## config.mk

```make
export PLATFORM = sky130hd
export DESIGN_NAME = mcf_decoder
export DESIGN_NICKNAME = d
export VERILOG_FILES = /design/src/rtl/mcf_pkg.sv /design/src/rtl/mcf_frame_fsm.sv /design/src/rtl/mcf_target_unit.sv /design/src/rtl/mcf_otp_port.sv /design/src/rtl/mcf_test_latch.sv /design/src/rtl/mcf_decoder.sv
export SDC_FILE = /design/constraint.sdc
export NUM_CORES = 1
export LEC_CHECK = 0
export ABC_AREA = 1
export CAP_MARGIN = 15
export CORE_ASPECT_RATIO = 0.5
export CORE_MARGIN = 1
export CORE_UTILIZATION = 49
export CTS_CLUSTER_DIAMETER = 50
export DETAILED_ROUTE_END_ITERATION = 10
export PLACE_DENSITY_LB_ADDON = 0.15
export SYNTH_ARGS = -nofsm -noshare
export SYNTH_HDL_FRONTEND = slang
export SYNTH_SLANG_ARGS = --single-unit
```

## constraint.sdc

```tcl
create_clock -name clk -period 3.1 [get_ports clk]
set_clock_uncertainty 0.2 [all_clocks]
set_input_delay 0.93 -clock clk [delete_from_list [all_inputs] [get_ports clk]]
set_output_delay 0.93 -clock clk [all_outputs]
set_load 0.01 [all_outputs]
```

## src/rtl/mcf_pkg.sv

```systemverilog
package mcf_pkg;

    localparam int BYTE_W = 8;
    localparam int POS_W  = 2 * BYTE_W;
    localparam int ID_W   = 4;
    localparam int OTPA_W = 3;

    localparam logic [BYTE_W-1:0] CODE_SET_POS   = 8'h8B;
    localparam logic [BYTE_W-1:0] CODE_SOFT_STOP = 8'h8F;
    localparam logic [BYTE_W-1:0] CODE_OTP_PROG  = 8'h90;
    localparam logic [BYTE_W-1:0] PAD_BYTE       = 8'hFF;

    typedef enum logic [3:0] {
        ST_IDLE,
        ST_ADDR,
        ST_CMD,
        ST_D1,
        ST_D2,
        ST_D3,
        ST_D4,
        ST_DONE,
        ST_DROP
    } frame_state_t;

    typedef enum logic [2:0] {
        K_NONE,
        K_POS,
        K_STOP,
        K_OTP,
        K_TEST
    } cmd_kind_t;

    typedef enum logic {
        SS_RUN,
        SS_BRAKE
    } brake_state_t;

    typedef struct packed {
        logic              set_pos;
        logic              soft_stop;
        logic              otp;
        logic              test;
        logic [POS_W-1:0]  pos;
        logic [OTPA_W-1:0] otp_addr;
        logic [BYTE_W-1:0] otp_data;
    } frame_evt_t;

    function automatic logic [BYTE_W-1:0] addr_byte(input logic [ID_W-1:0] id,
                                                    input logic hw);
        return {2'b11, id, hw, 1'b0};
    endfunction

endpackage

```

## src/rtl/mcf_frame_fsm.sv

```systemverilog
module mcf_frame_fsm
    import mcf_pkg::*;
#(
    parameter logic [7:0] TEST_CODE = 8'h9F
) (
    input  logic              clk,
    input  logic              rst_n,
    input  logic [ID_W-1:0]   id_cfg,
    input  logic              hw_strap,
    input  logic              bus_start,
    input  logic              bus_byte_vld,
    input  logic [BYTE_W-1:0] bus_byte,
    input  logic              bus_stop,
    output frame_evt_t        evt
);

    frame_state_t      state_q, state_d;
    cmd_kind_t         kind_q, kind_d;
    logic [BYTE_W-1:0] hi_q, lo_q;
    logic              is_pad;
    logic              otp_sel_ok;
    logic              closing;

    assign is_pad     = (bus_byte == PAD_BYTE);
    assign otp_sel_ok = &bus_byte[BYTE_W-1:OTPA_W];

    // state register
    always_ff @(posedge clk or negedge rst_n) begin
        if (!rst_n) begin
            state_q <= ST_IDLE;
            kind_q  <= K_NONE;
        end else begin
            state_q <= state_d;
            kind_q  <= kind_d;
        end
    end

    // next state
    always_comb begin
        state_d = state_q;
        kind_d  = kind_q;
        if (bus_start) begin
            state_d = ST_ADDR;
            kind_d  = K_NONE;
        end else if (bus_stop) begin
            state_d = ST_IDLE;
        end else if (bus_byte_vld) begin
            unique case (state_q)
                ST_IDLE: state_d = ST_IDLE;
                ST_ADDR: begin
                    if (bus_byte == addr_byte(id_cfg, hw_strap)) state_d = ST_CMD;
                    else                                         state_d = ST_DROP;
                end
                ST_CMD: begin
                    if (bus_byte == CODE_SET_POS) begin
                        state_d = ST_D1;
                        kind_d  = K_POS;
                    end else if (bus_byte == CODE_OTP_PROG) begin
                        state_d = ST_D1;
                        kind_d  = K_OTP;
                    end else if (bus_byte == CODE_SOFT_STOP) begin
                        state_d = ST_DONE;
                        kind_d  = K_STOP;
                    end else if (bus_byte == TEST_CODE) begin
                        state_d = ST_DONE;
                        kind_d  = K_TEST;
                    end else begin
                        state_d = ST_DROP;
                    end
                end
                ST_D1:   state_d = is_pad ? ST_D2 : ST_DROP;
                ST_D2:   state_d = is_pad ? ST_D3 : ST_DROP;
                ST_D3: begin
                    if (kind_q == K_OTP && !otp_sel_ok) state_d = ST_DROP;
                    else                                state_d = ST_D4;
                end
                ST_D4:   state_d = ST_DONE;
                ST_DONE: state_d = ST_DROP;
                ST_DROP: state_d = ST_DROP;
                default: state_d = ST_IDLE;
            endcase
        end
    end

    // parameter bytes
    always_ff @(posedge clk or negedge rst_n) begin
        if (!rst_n) begin
            hi_q <= '0;
            lo_q <= '0;
        end else if (bus_byte_vld && !bus_start && !bus_stop) begin
            if (state_q == ST_D3) hi_q <= bus_byte;
            if (state_q == ST_D4) lo_q <= bus_byte;
        end
    end

    // outputs: only on the stop strobe that closes a complete frame
    assign closing = bus_stop && !bus_start && (state_q == ST_DONE);

    always_comb begin
        evt           = '0;
        evt.pos       = {hi_q, lo_q};
        evt.otp_addr  = hi_q[OTPA_W-1:0];
        evt.otp_data  = lo_q;
        evt.set_pos   = closing && (kind_q == K_POS);
        evt.soft_stop = closing && (kind_q == K_STOP);
        evt.otp       = closing && (kind_q == K_OTP);
        evt.test      = closing && (kind_q == K_TEST);
    end

    p_drop_holds_r9: assert property (@(posedge clk) disable iff (!rst_n)
        (state_q == ST_DROP && !bus_start && !bus_stop) |=> (state_q == ST_DROP));

    p_restart_r13: assert property (@(posedge clk) disable iff (!rst_n)
        bus_start |=> (state_q == ST_ADDR));

    p_stop_idles_r9: assert property (@(posedge clk) disable iff (!rst_n)
        (bus_stop && !bus_start) |=> (state_q == ST_IDLE));

endmodule

```

## src/rtl/mcf_target_unit.sv

```systemverilog
module mcf_target_unit
    import mcf_pkg::*;
(
    input  logic             clk,
    input  logic             rst_n,
    input  logic             evt_set_pos,
    input  logic             evt_soft_stop,
    input  logic [POS_W-1:0] evt_pos,
    input  logic             pos_gate_ok,
    input  logic             thermal_sd,
    input  logic             motor_stopped,
    input  logic [POS_W-1:0] act_pos,
    output logic [POS_W-1:0] target_pos,
    output logic             cmd_set_pos,
    output logic             pos_ignored,
    output logic             soft_stop_req
);

    brake_state_t     bst_q, bst_d;
    logic             therm_q;
    logic             therm_rise;
    logic             stop_new;
    logic             copy_now;
    logic [POS_W-1:0] target_q;
    logic             set_q, ign_q;

    assign therm_rise = thermal_sd && !therm_q;
    assign stop_new   = therm_rise || evt_soft_stop;
    assign copy_now   = (bst_q == SS_BRAKE) && motor_stopped;

    // state register
    always_ff @(posedge clk or negedge rst_n) begin
        if (!rst_n) begin
            bst_q   <= SS_RUN;
            therm_q <= 1'b0;
        end else begin
            bst_q   <= bst_d;
            therm_q <= thermal_sd;
        end
    end

    always_comb begin
        bst_d = bst_q;
        unique case (bst_q)
            SS_RUN:   if (stop_new) bst_d = SS_BRAKE;
            SS_BRAKE: if (!stop_new && motor_stopped) bst_d = SS_RUN;
            default:  bst_d = SS_RUN;
        endcase
    end

    // outputs
    always_ff @(posedge clk or negedge rst_n) begin
        if (!rst_n) begin
            target_q <= '0;
            set_q    <= 1'b0;
            ign_q    <= 1'b0;
        end else begin
            set_q <= evt_set_pos && pos_gate_ok;
            ign_q <= evt_set_pos && !pos_gate_ok;
            if (copy_now)                        target_q <= act_pos;
            else if (evt_set_pos && pos_gate_ok) target_q <= evt_pos;
        end
    end

    assign target_pos    = target_q;
    assign cmd_set_pos   = set_q;
    assign pos_ignored   = ign_q;
    assign soft_stop_req = (bst_q == SS_BRAKE);

    p_thermal_edge_r5: assert property (@(posedge clk) disable iff (!rst_n)
        therm_rise |=> soft_stop_req);

    p_copy_actual_r6: assert property (@(posedge clk) disable iff (!rst_n)
        (soft_stop_req && motor_stopped) |=> (target_pos == $past(act_pos)));

    p_gate_allows_r3: assert property (@(posedge clk) disable iff (!rst_n)
        cmd_set_pos |-> $past(pos_gate_ok));

    p_ignored_keeps_r3: assert property (@(posedge clk) disable iff (!rst_n)
        (pos_ignored && !$past(copy_now)) |-> $stable(target_pos));

endmodule

```

## src/rtl/mcf_otp_port.sv

```systemverilog
module mcf_otp_port
    import mcf_pkg::*;
(
    input  logic              clk,
    input  logic              rst_n,
    input  logic              evt_otp,
    input  logic [OTPA_W-1:0] evt_addr,
    input  logic [BYTE_W-1:0] evt_data,
    input  logic              vbb_ok,
    output logic              otp_prog,
    output logic [OTPA_W-1:0] otp_addr,
    output logic [BYTE_W-1:0] otp_data,
    output logic              otp_err
);

    always_ff @(posedge clk or negedge rst_n) begin
        if (!rst_n) begin
            otp_prog <= 1'b0;
            otp_err  <= 1'b0;
            otp_addr <= '0;
            otp_data <= '0;
        end else begin
            otp_prog <= evt_otp && vbb_ok;
            otp_err  <= evt_otp && !vbb_ok;
            if (evt_otp && vbb_ok) begin
                otp_addr <= evt_addr;
                otp_data <= evt_data;
            end
        end
    end

    p_prog_needs_supply_r8: assert property (@(posedge clk) disable iff (!rst_n)
        otp_prog |-> $past(vbb_ok));

    p_err_without_supply_r8: assert property (@(posedge clk) disable iff (!rst_n)
        otp_err |-> !$past(vbb_ok));

endmodule

```

## src/rtl/mcf_test_latch.sv

```systemverilog
module mcf_test_latch (
    input  logic clk,
    input  logic por_n,
    input  logic set_req,
    input  logic sw_read_req,
    output logic test_mode,
    output logic sw_read_en
);

    logic latch_q;

    always_ff @(posedge clk or negedge por_n) begin
        if (!por_n)       latch_q <= 1'b0;
        else if (set_req) latch_q <= 1'b1;
    end

    assign test_mode  = latch_q;
    assign sw_read_en = sw_read_req && !latch_q;

    p_sticky_r10: assert property (@(posedge clk) disable iff (!por_n)
        test_mode |=> test_mode);

    p_set_r10: assert property (@(posedge clk) disable iff (!por_n)
        set_req |=> test_mode);

endmodule

```

## src/rtl/mcf_decoder.sv

```systemverilog
module mcf_decoder
    import mcf_pkg::*;
#(
    parameter logic [7:0] TEST_CODE = 8'h9F
) (
    input  logic              clk,
    input  logic              rst_n,
    input  logic              por_n,
    input  logic [ID_W-1:0]   id_cfg,
    input  logic              hw_strap,
    input  logic              bus_start,
    input  logic              bus_byte_vld,
    input  logic [BYTE_W-1:0] bus_byte,
    input  logic              bus_stop,
    input  logic              pos_gate_ok,
    input  logic              vbb_ok,
    input  logic              thermal_sd,
    input  logic              motor_stopped,
    input  logic [POS_W-1:0]  act_pos,
    input  logic              sw_read_req,
    output logic [POS_W-1:0]  target_pos,
    output logic              cmd_set_pos,
    output logic              pos_ignored,
    output logic              soft_stop_req,
    output logic              otp_prog,
    output logic [OTPA_W-1:0] otp_addr,
    output logic [BYTE_W-1:0] otp_data,
    output logic              otp_err,
    output logic              test_mode,
    output logic              sw_read_en
);

    logic       rst_all_n;
    frame_evt_t evt;

    assign rst_all_n = rst_n && por_n;

    mcf_frame_fsm #(.TEST_CODE(TEST_CODE)) u_fsm (
        .clk          (clk),
        .rst_n        (rst_all_n),
        .id_cfg       (id_cfg),
        .hw_strap     (hw_strap),
        .bus_start    (bus_start),
        .bus_byte_vld (bus_byte_vld),
        .bus_byte     (bus_byte),
        .bus_stop     (bus_stop),
        .evt          (evt)
    );

    mcf_target_unit u_target (
        .clk           (clk),
        .rst_n         (rst_all_n),
        .evt_set_pos   (evt.set_pos),
        .evt_soft_stop (evt.soft_stop),
        .evt_pos       (evt.pos),
        .pos_gate_ok   (pos_gate_ok),
        .thermal_sd    (thermal_sd),
        .motor_stopped (motor_stopped),
        .act_pos       (act_pos),
        .target_pos    (target_pos),
        .cmd_set_pos   (cmd_set_pos),
        .pos_ignored   (pos_ignored),
        .soft_stop_req (soft_stop_req)
    );

    mcf_otp_port u_otp (
        .clk      (clk),
        .rst_n    (rst_all_n),
        .evt_otp  (evt.otp),
        .evt_addr (evt.otp_addr),
        .evt_data (evt.otp_data),
        .vbb_ok   (vbb_ok),
        .otp_prog (otp_prog),
        .otp_addr (otp_addr),
        .otp_data (otp_data),
        .otp_err  (otp_err)
    );

    mcf_test_latch u_test (
        .clk         (clk),
        .por_n       (por_n),
        .set_req     (evt.test),
        .sw_read_req (sw_read_req),
        .test_mode   (test_mode),
        .sw_read_en  (sw_read_en)
    );

    p_one_command_r12: assert property (@(posedge clk) disable iff (!rst_all_n)
        $onehot0({cmd_set_pos, pos_ignored, otp_prog, otp_err}));

    p_pulse_width_r12: assert property (@(posedge clk) disable iff (!rst_all_n)
        (cmd_set_pos || otp_prog) |=> !(cmd_set_pos || otp_prog));

    p_after_stop_r9: assert property (@(posedge clk) disable iff (!rst_all_n)
        (cmd_set_pos || pos_ignored || otp_prog || otp_err) |-> $past(bus_stop));

endmodule

```

# --- Yosys cells after proc, flatten, opt, wreduce, memory -nomap -nowiden ---
# Cells that the tools add are included.
op_classes:
  eq_ne: 19
  mux: 25
  bitwise: 1
  n_reduce_logical: 37
op_table:
  columns: ["operator", "count"]
  rows:
  - ["$mux 4", 11]
  - ["$eq 8x8->1 const B", 5]
  - ["$mux 16", 2]
  - ["$pmux 4 s7", 1]
  - ["$mux 3", 8]
  - ["$logic_and 1x1->1", 18]
  - ["$eq 4x3->1 const B", 4]
  - ["$eq 4x2->1 const B", 2]
  - ["$eq 8x8->1", 1]
  - ["$logic_not 1->1", 8]
  - ["$eq 3x2->1 const B", 2]
  - ["$reduce_bool 2->1", 3]
  - ["$reduce_and 5->1", 1]
  - ["$reduce_bool 5->1", 1]
  - ["$eq 4x1->1 const B", 1]
  - ["$eq 4x4->1 const B", 1]
  - ["$reduce_and 2->1", 2]
  - ["$reduce_and 4->1", 1]
  - ["$eq 3x1->1 const B", 1]
  - ["$eq 3x3->1 const B", 1]
  - ["$reduce_bool 3->1", 1]
  - ["$mux 1", 2]
  - ["$ne 2x2->1 const B", 1]
  - ["$pmux 1 s2", 1]
  - ["other kinds (3)", 3]
totals:
  regBits: 57
  output_inout_bits: 34
  wordCells: 96

# --- Logic depth before layout (Yosys ltp) ---
# Gate-level depths: netlist of run 1.
depth:
  ltp_word: 9
  ltp_mapped: 9
  depth_no_buf: 9

# --- Modules after synthesis ---
# From an unflattened synthesis of run 1, not the netlist that was laid out.
unflattened:
  hier_cells: 418
  hier_area_um2: 3231.8
by_module_without_submodules:
  columns: ["module", "n_inst", "cells_each", "area_per_inst_um2", "seq_area_each_um2"]
  rows:
  - ["mcf_frame_fsm", 1, 223, 1622.8, 575.6]
  - ["mcf_target_unit", 1, 134, 1051.0, 500.5]
  - ["mcf_otp_port", 1, 53, 506.7, 325.3]
  - ["mcf_test_latch", 1, 6, 43.8, 25.0]
  - ["mcf_decoder", 1, 2, 7.5, 0.0]

# --- Worst setup path after synthesis of run 1 ---
# Ideal clock, no wire load.
synth_path:
  kind: "in2out"
  startpoint: "input sw_read_req"
  endpoint: "output sw_read_en"
  arrival_ps: 1108
  required_time_ps: 1970
  setup_slack_ps: 862
  path_stages: 2
  n_path_buf: 0
  path_cell_list: "inv_1 > nor2_1"
synth_between:
  elab_chain_len: 1
synth_lines:
  columns: ["item", "line_no", "text"]
  rows:
  - ["start: declaration", "mcf_decoder.sv:20", "input logic sw_read_req,"]
  - ["$logic_and 1x1->1", "mcf_test_latch.sv:18", "assign sw_read_en = sw_read_req && !latch_q;"]
  - ["end: declaration", "mcf_decoder.sv:30", "output logic sw_read_en"]
# Every way passes these cells.

# --- Worst setup path after layout of run 1 ---
# Same ends and word-level chain as after synthesis.

==> flow_summary.ini, run 1 <==
[floorplanning]
coreArea_um2 = 5590
num_rows = 19
die_w_um = 111
die_h_um = 56.3
dieArea_um2 = 6230
pin_count = 74
start_util_pct = 51.7

[final_layout]
antenna_cells = 0
area_growth_pct = 36.9
drive_gt1_share_pct = 4.89
final_core_util_pct = 70.8
nFillCells = 465
layout.nets = 505
final_cells = 543

[global_route]
grt_antenna_before_repair = 0
grt_pass1_wl_mm = 12.2
grt_start_max_net_pins = 57
overflow = 0
grt_use_total_pct = 25.2
grt_pass1_vias = 2656

[power_and_ir_drop]
switching_share_pct = 24.0
p_sw_mw = 0.460
finalPower_mw = 1.92
combPwrFrac_pct = 13.5
power_leakage_nw = 1.88
power.density_nw_per_um2 = 485
max-vdd-ir-drop_mv = 0.515
internal-power_mw = 1.46
pwr-share-clk_pct = 44.5
seqPwrFrac_pct = 42.0

[synth]
syn_inst = 389
netlist_area_um2 = 2890
synthDistinctLibCells = 20
synth_nets = 429
synth.area.top_cells = dfrtp_1 (49%), nand2_1 (15%), nand3_1 (8.3%), inv_1 (6.0%), nor2_1 (5.8%)
yosys.area.top_type = dfrtp_1
synth_warnings = 0
synth_seq_cells = 57
syn_area_per_cell_um2 = 7.43
synth.top_cell.area_share_pct = 49.4
ys_seq_area_share_pct = 49.4

[job]
drv_cap = 0

[setup_path]
r2r_slack_ps = 1140
crit_buf_inv = 3
crit_type = input port to output port
cpLargestDelayFamily = buffers and inverters
end_kind = output port
critical-path-slowest-cell = clkdlybuf4s50_1
worstSetupStartpointType = input port
r2r_start = u_fsm.state_q[3]$_DFFE_PN0P_
rr_endpoint = u_fsm.hi_q[1]$_DFFE_PN0P_
worst-path-max-fanout = 1
cpPeakStageDelay_ps = 450
reg2regPathDepth = 6
cp_cell_sequence = clkdlybuf4s50_1, inv_1, nor2_1, dlygate4sd2_1
crit_cells = 4
crit_required_ps = 1970
critPathArrivalTime_ps = 1750

[routing]
wl_per_cell_um = 13.5
num_vias = 2826
drc = 0
firstDrtPassIters = 4
drt-initial-drc-count = 151
totalWireLength_mm = 7.32
vias_per_cell = 5.20
ant_nets = 0

[timing]
worst_pin_slew_ps = 645
fmax_ghz = 0.348
setup-violations-final = 0
rsz0062_at_grt = false
timing.final.crit_share_pct = 92.8
fin_crit_ps = 2880
finalHoldViolations = 0
report.final.slew_viol_count = 0
slew_headroom_pct = 56.9

[cts]
clk_latency_ps = 320
cts_tree = yes
cts_hold_buffers = 0
h-tree-depth = 3
cts.clk_slew.worst_paths_ps = 50
cts_root_buffer = clkbuf_16
clock-sinks = 57
numCtsBuffers = 9
postCtsSetupBuffers = 0
clk_path_buf_depth = 2

[placement]
dp_hpwl_mm = 5.37
port_buffers = 73
place_congestion = 0.850
dp.cells = 527

[worst_hold_path]
whs_endpoint = u_otp.otp_data[0]$_DFFE_PN0P_
hp-start = u_otp.otp_data[0]$_DFFE_PN0P_
hold_path.class = flop to flop
holdPathStages = 2

[outcome]
status = completed
==> layout make-up <==
| cell class | instances | area [µm²] | area share, % |
|---|---|---|---|
| clock buffers | 13 | 240 | 6.08 |
| clock inverters | 3 | 17.5 | 0.443 |
| inverters | 46 | 173 | 4.37 |
| multi-input cells | 271 | 1210 | 30.6 |
| flip-flops and latches | 57 | 1430 | 36.1 |
| well taps | 73 | 91.3 | 2.31 |
| repair buffers | 80 | 795 | 20.1 |
==> cell families after synthesis <==
| kind of cell | count (synthesis) | synth area share, % |
|---|---|---|
| buffers and inverters | 61 | 8.71 |
| xor gates and xnor gates | 1 | 0.303 |
| DFF | 57 | 49.4 |
| AOI/OAI and AO/OA | 37 | 6.76 |
| and+or+nand+nor | 233 | 34.9 |
==> layout by cell type (no fill, tap or decap) <==
| cell type | synthesis | layout |
|---|---|---|
| a21oi_1 | 6 | 6 |
| a31o_2 | 1 | 1 |
| buf_12 | 0 | 1 |
| buf_4 | 1 | 6 |
| clkbuf_1 | 6 | 4 |
| clkbuf_16 | 0 | 9 |
| clkdlybuf4s50_1 | 0 | 72 |
| clkinv_2 | 0 | 2 |
| clkinvlp_4 | 0 | 1 |
| dfrtp_1 | 57 | 57 |
| dlygate4sd2_1 | 0 | 1 |
| inv_1 | 46 | 45 |
| inv_2 | 0 | 1 |
| nand2_1 | 114 | 114 |
| nand3_1 | 48 | 48 |
| nand3_4 | 1 | 1 |
| nand4_1 | 16 | 16 |
| nor2_1 | 45 | 45 |
| nor3_1 | 8 | 8 |
| nor4_2 | 1 | 1 |
| o21a_1 | 1 | 1 |
| o21ai_0 | 28 | 28 |
| o221ai_1 | 1 | 1 |
| xor2_1 | 1 | 1 |
==> metal layers <==
| layer | track usage [%] | wire length (µm) | up-vias |
|---|---|---|---|
| met5 | 0 | 0 | - |
| met4 | 4.95 | 32 | 0 |
| met3 | 9.29 | 428 | 6 |
| met2 | 41.4 | 3490 | 85 |
| met1 | 32.3 | 3370 | 1325 |
| li1 | - | - | 1410 |
==> sequential cells by signal, indices dropped and copies added (netlist names) <==
register,flops
u_target.target_pos,16
u_fsm.hi_q,8
u_fsm.lo_q,8
u_otp.otp_data,8
u_fsm.state_q,4
u_fsm.kind_q,3
u_otp.otp_addr,3
u_otp.otp_err,1
u_otp.otp_prog,1
u_target.cmd_set_pos,1
u_target.pos_ignored,1
u_target.soft_stop_req,1
u_target.therm_q,1
u_test.test_mode,1
==> power groups by stage <==
stage | Sequential, mW | Clock, mW | Combinational, mW
floorplan | 0.831 | 0 | 0.0896
global placement | 0.815 | 0 | 0.253
detailed placement | 0.817 | 0 | 0.260
CTS | 0.806 | 0.868 | 0.262
global route | 0.809 | 0.899 | 0.284
finish | 0.806 | 0.853 | 0.259
==> through the flow <==
stage | hold slack [ps] | cell area, µm² | TNS [ps] | setup WS, ps
after floorplan | 253 | 2890 | 0 | 557
after global placement | 262 | 3700 | -48.8 | -48.8
after detailed placement | 272 | 3700 | -54.7 | -54.7
after CTS | 285 | 3950 | 0 | 220
after global routing | 300 | 3950 | 0 | 170
final | 280 | 3950 | 0 | 223
==> worst max-delay path by stage <==
stage	slack, ps	to	startpoint
2_1_floorplan	560	u_fsm.hi_q[0]$_DFFE_PN0P_	rst_n
3_3_place_gp	-50	sw_read_en	sw_read_req
3_5_place_dp	-50	sw_read_en	sw_read_req
4_1_cts	220	sw_read_en	sw_read_req
5_1_grt	170	sw_read_en	sw_read_req
6_report	220	sw_read_en	sw_read_req
==> worst reg2reg max path: stages, from the launching register on <==
cell and delay [ps]:
dfrtp_1 420, inv_1 90, nand2_1 120, nor3_1 340
nand2_1 400, nand2_1 160, o21ai_0 100
==> synth_stat cells, drive strengths merged <==
cell / instances
a31o: 1
xor2: 1
a21oi: 6
dfrtp: 57
nor2: 45
clkbuf: 6
nor4: 1
buf: 9
nand4: 16
nand2: 114
nand3: 49
o221ai: 1
o21ai: 28
nor3: 8
inv: 46
o21a: 1
==> timing repair <==
action,4_1_cts,5_1_grt
endpoints found under the hold margin,0,0
gates resized for setup,1,0
setup endpoints to repair,1,0
Note: power is estimated with default switching activity, not from simulation.
==> run 2, diff against run 1 <==
- SETUP_SLACK_MARGIN: not set -> 0.1
==> results of run 2 <==
The final DEF is identical to that of run 1; final timing and power are the same.
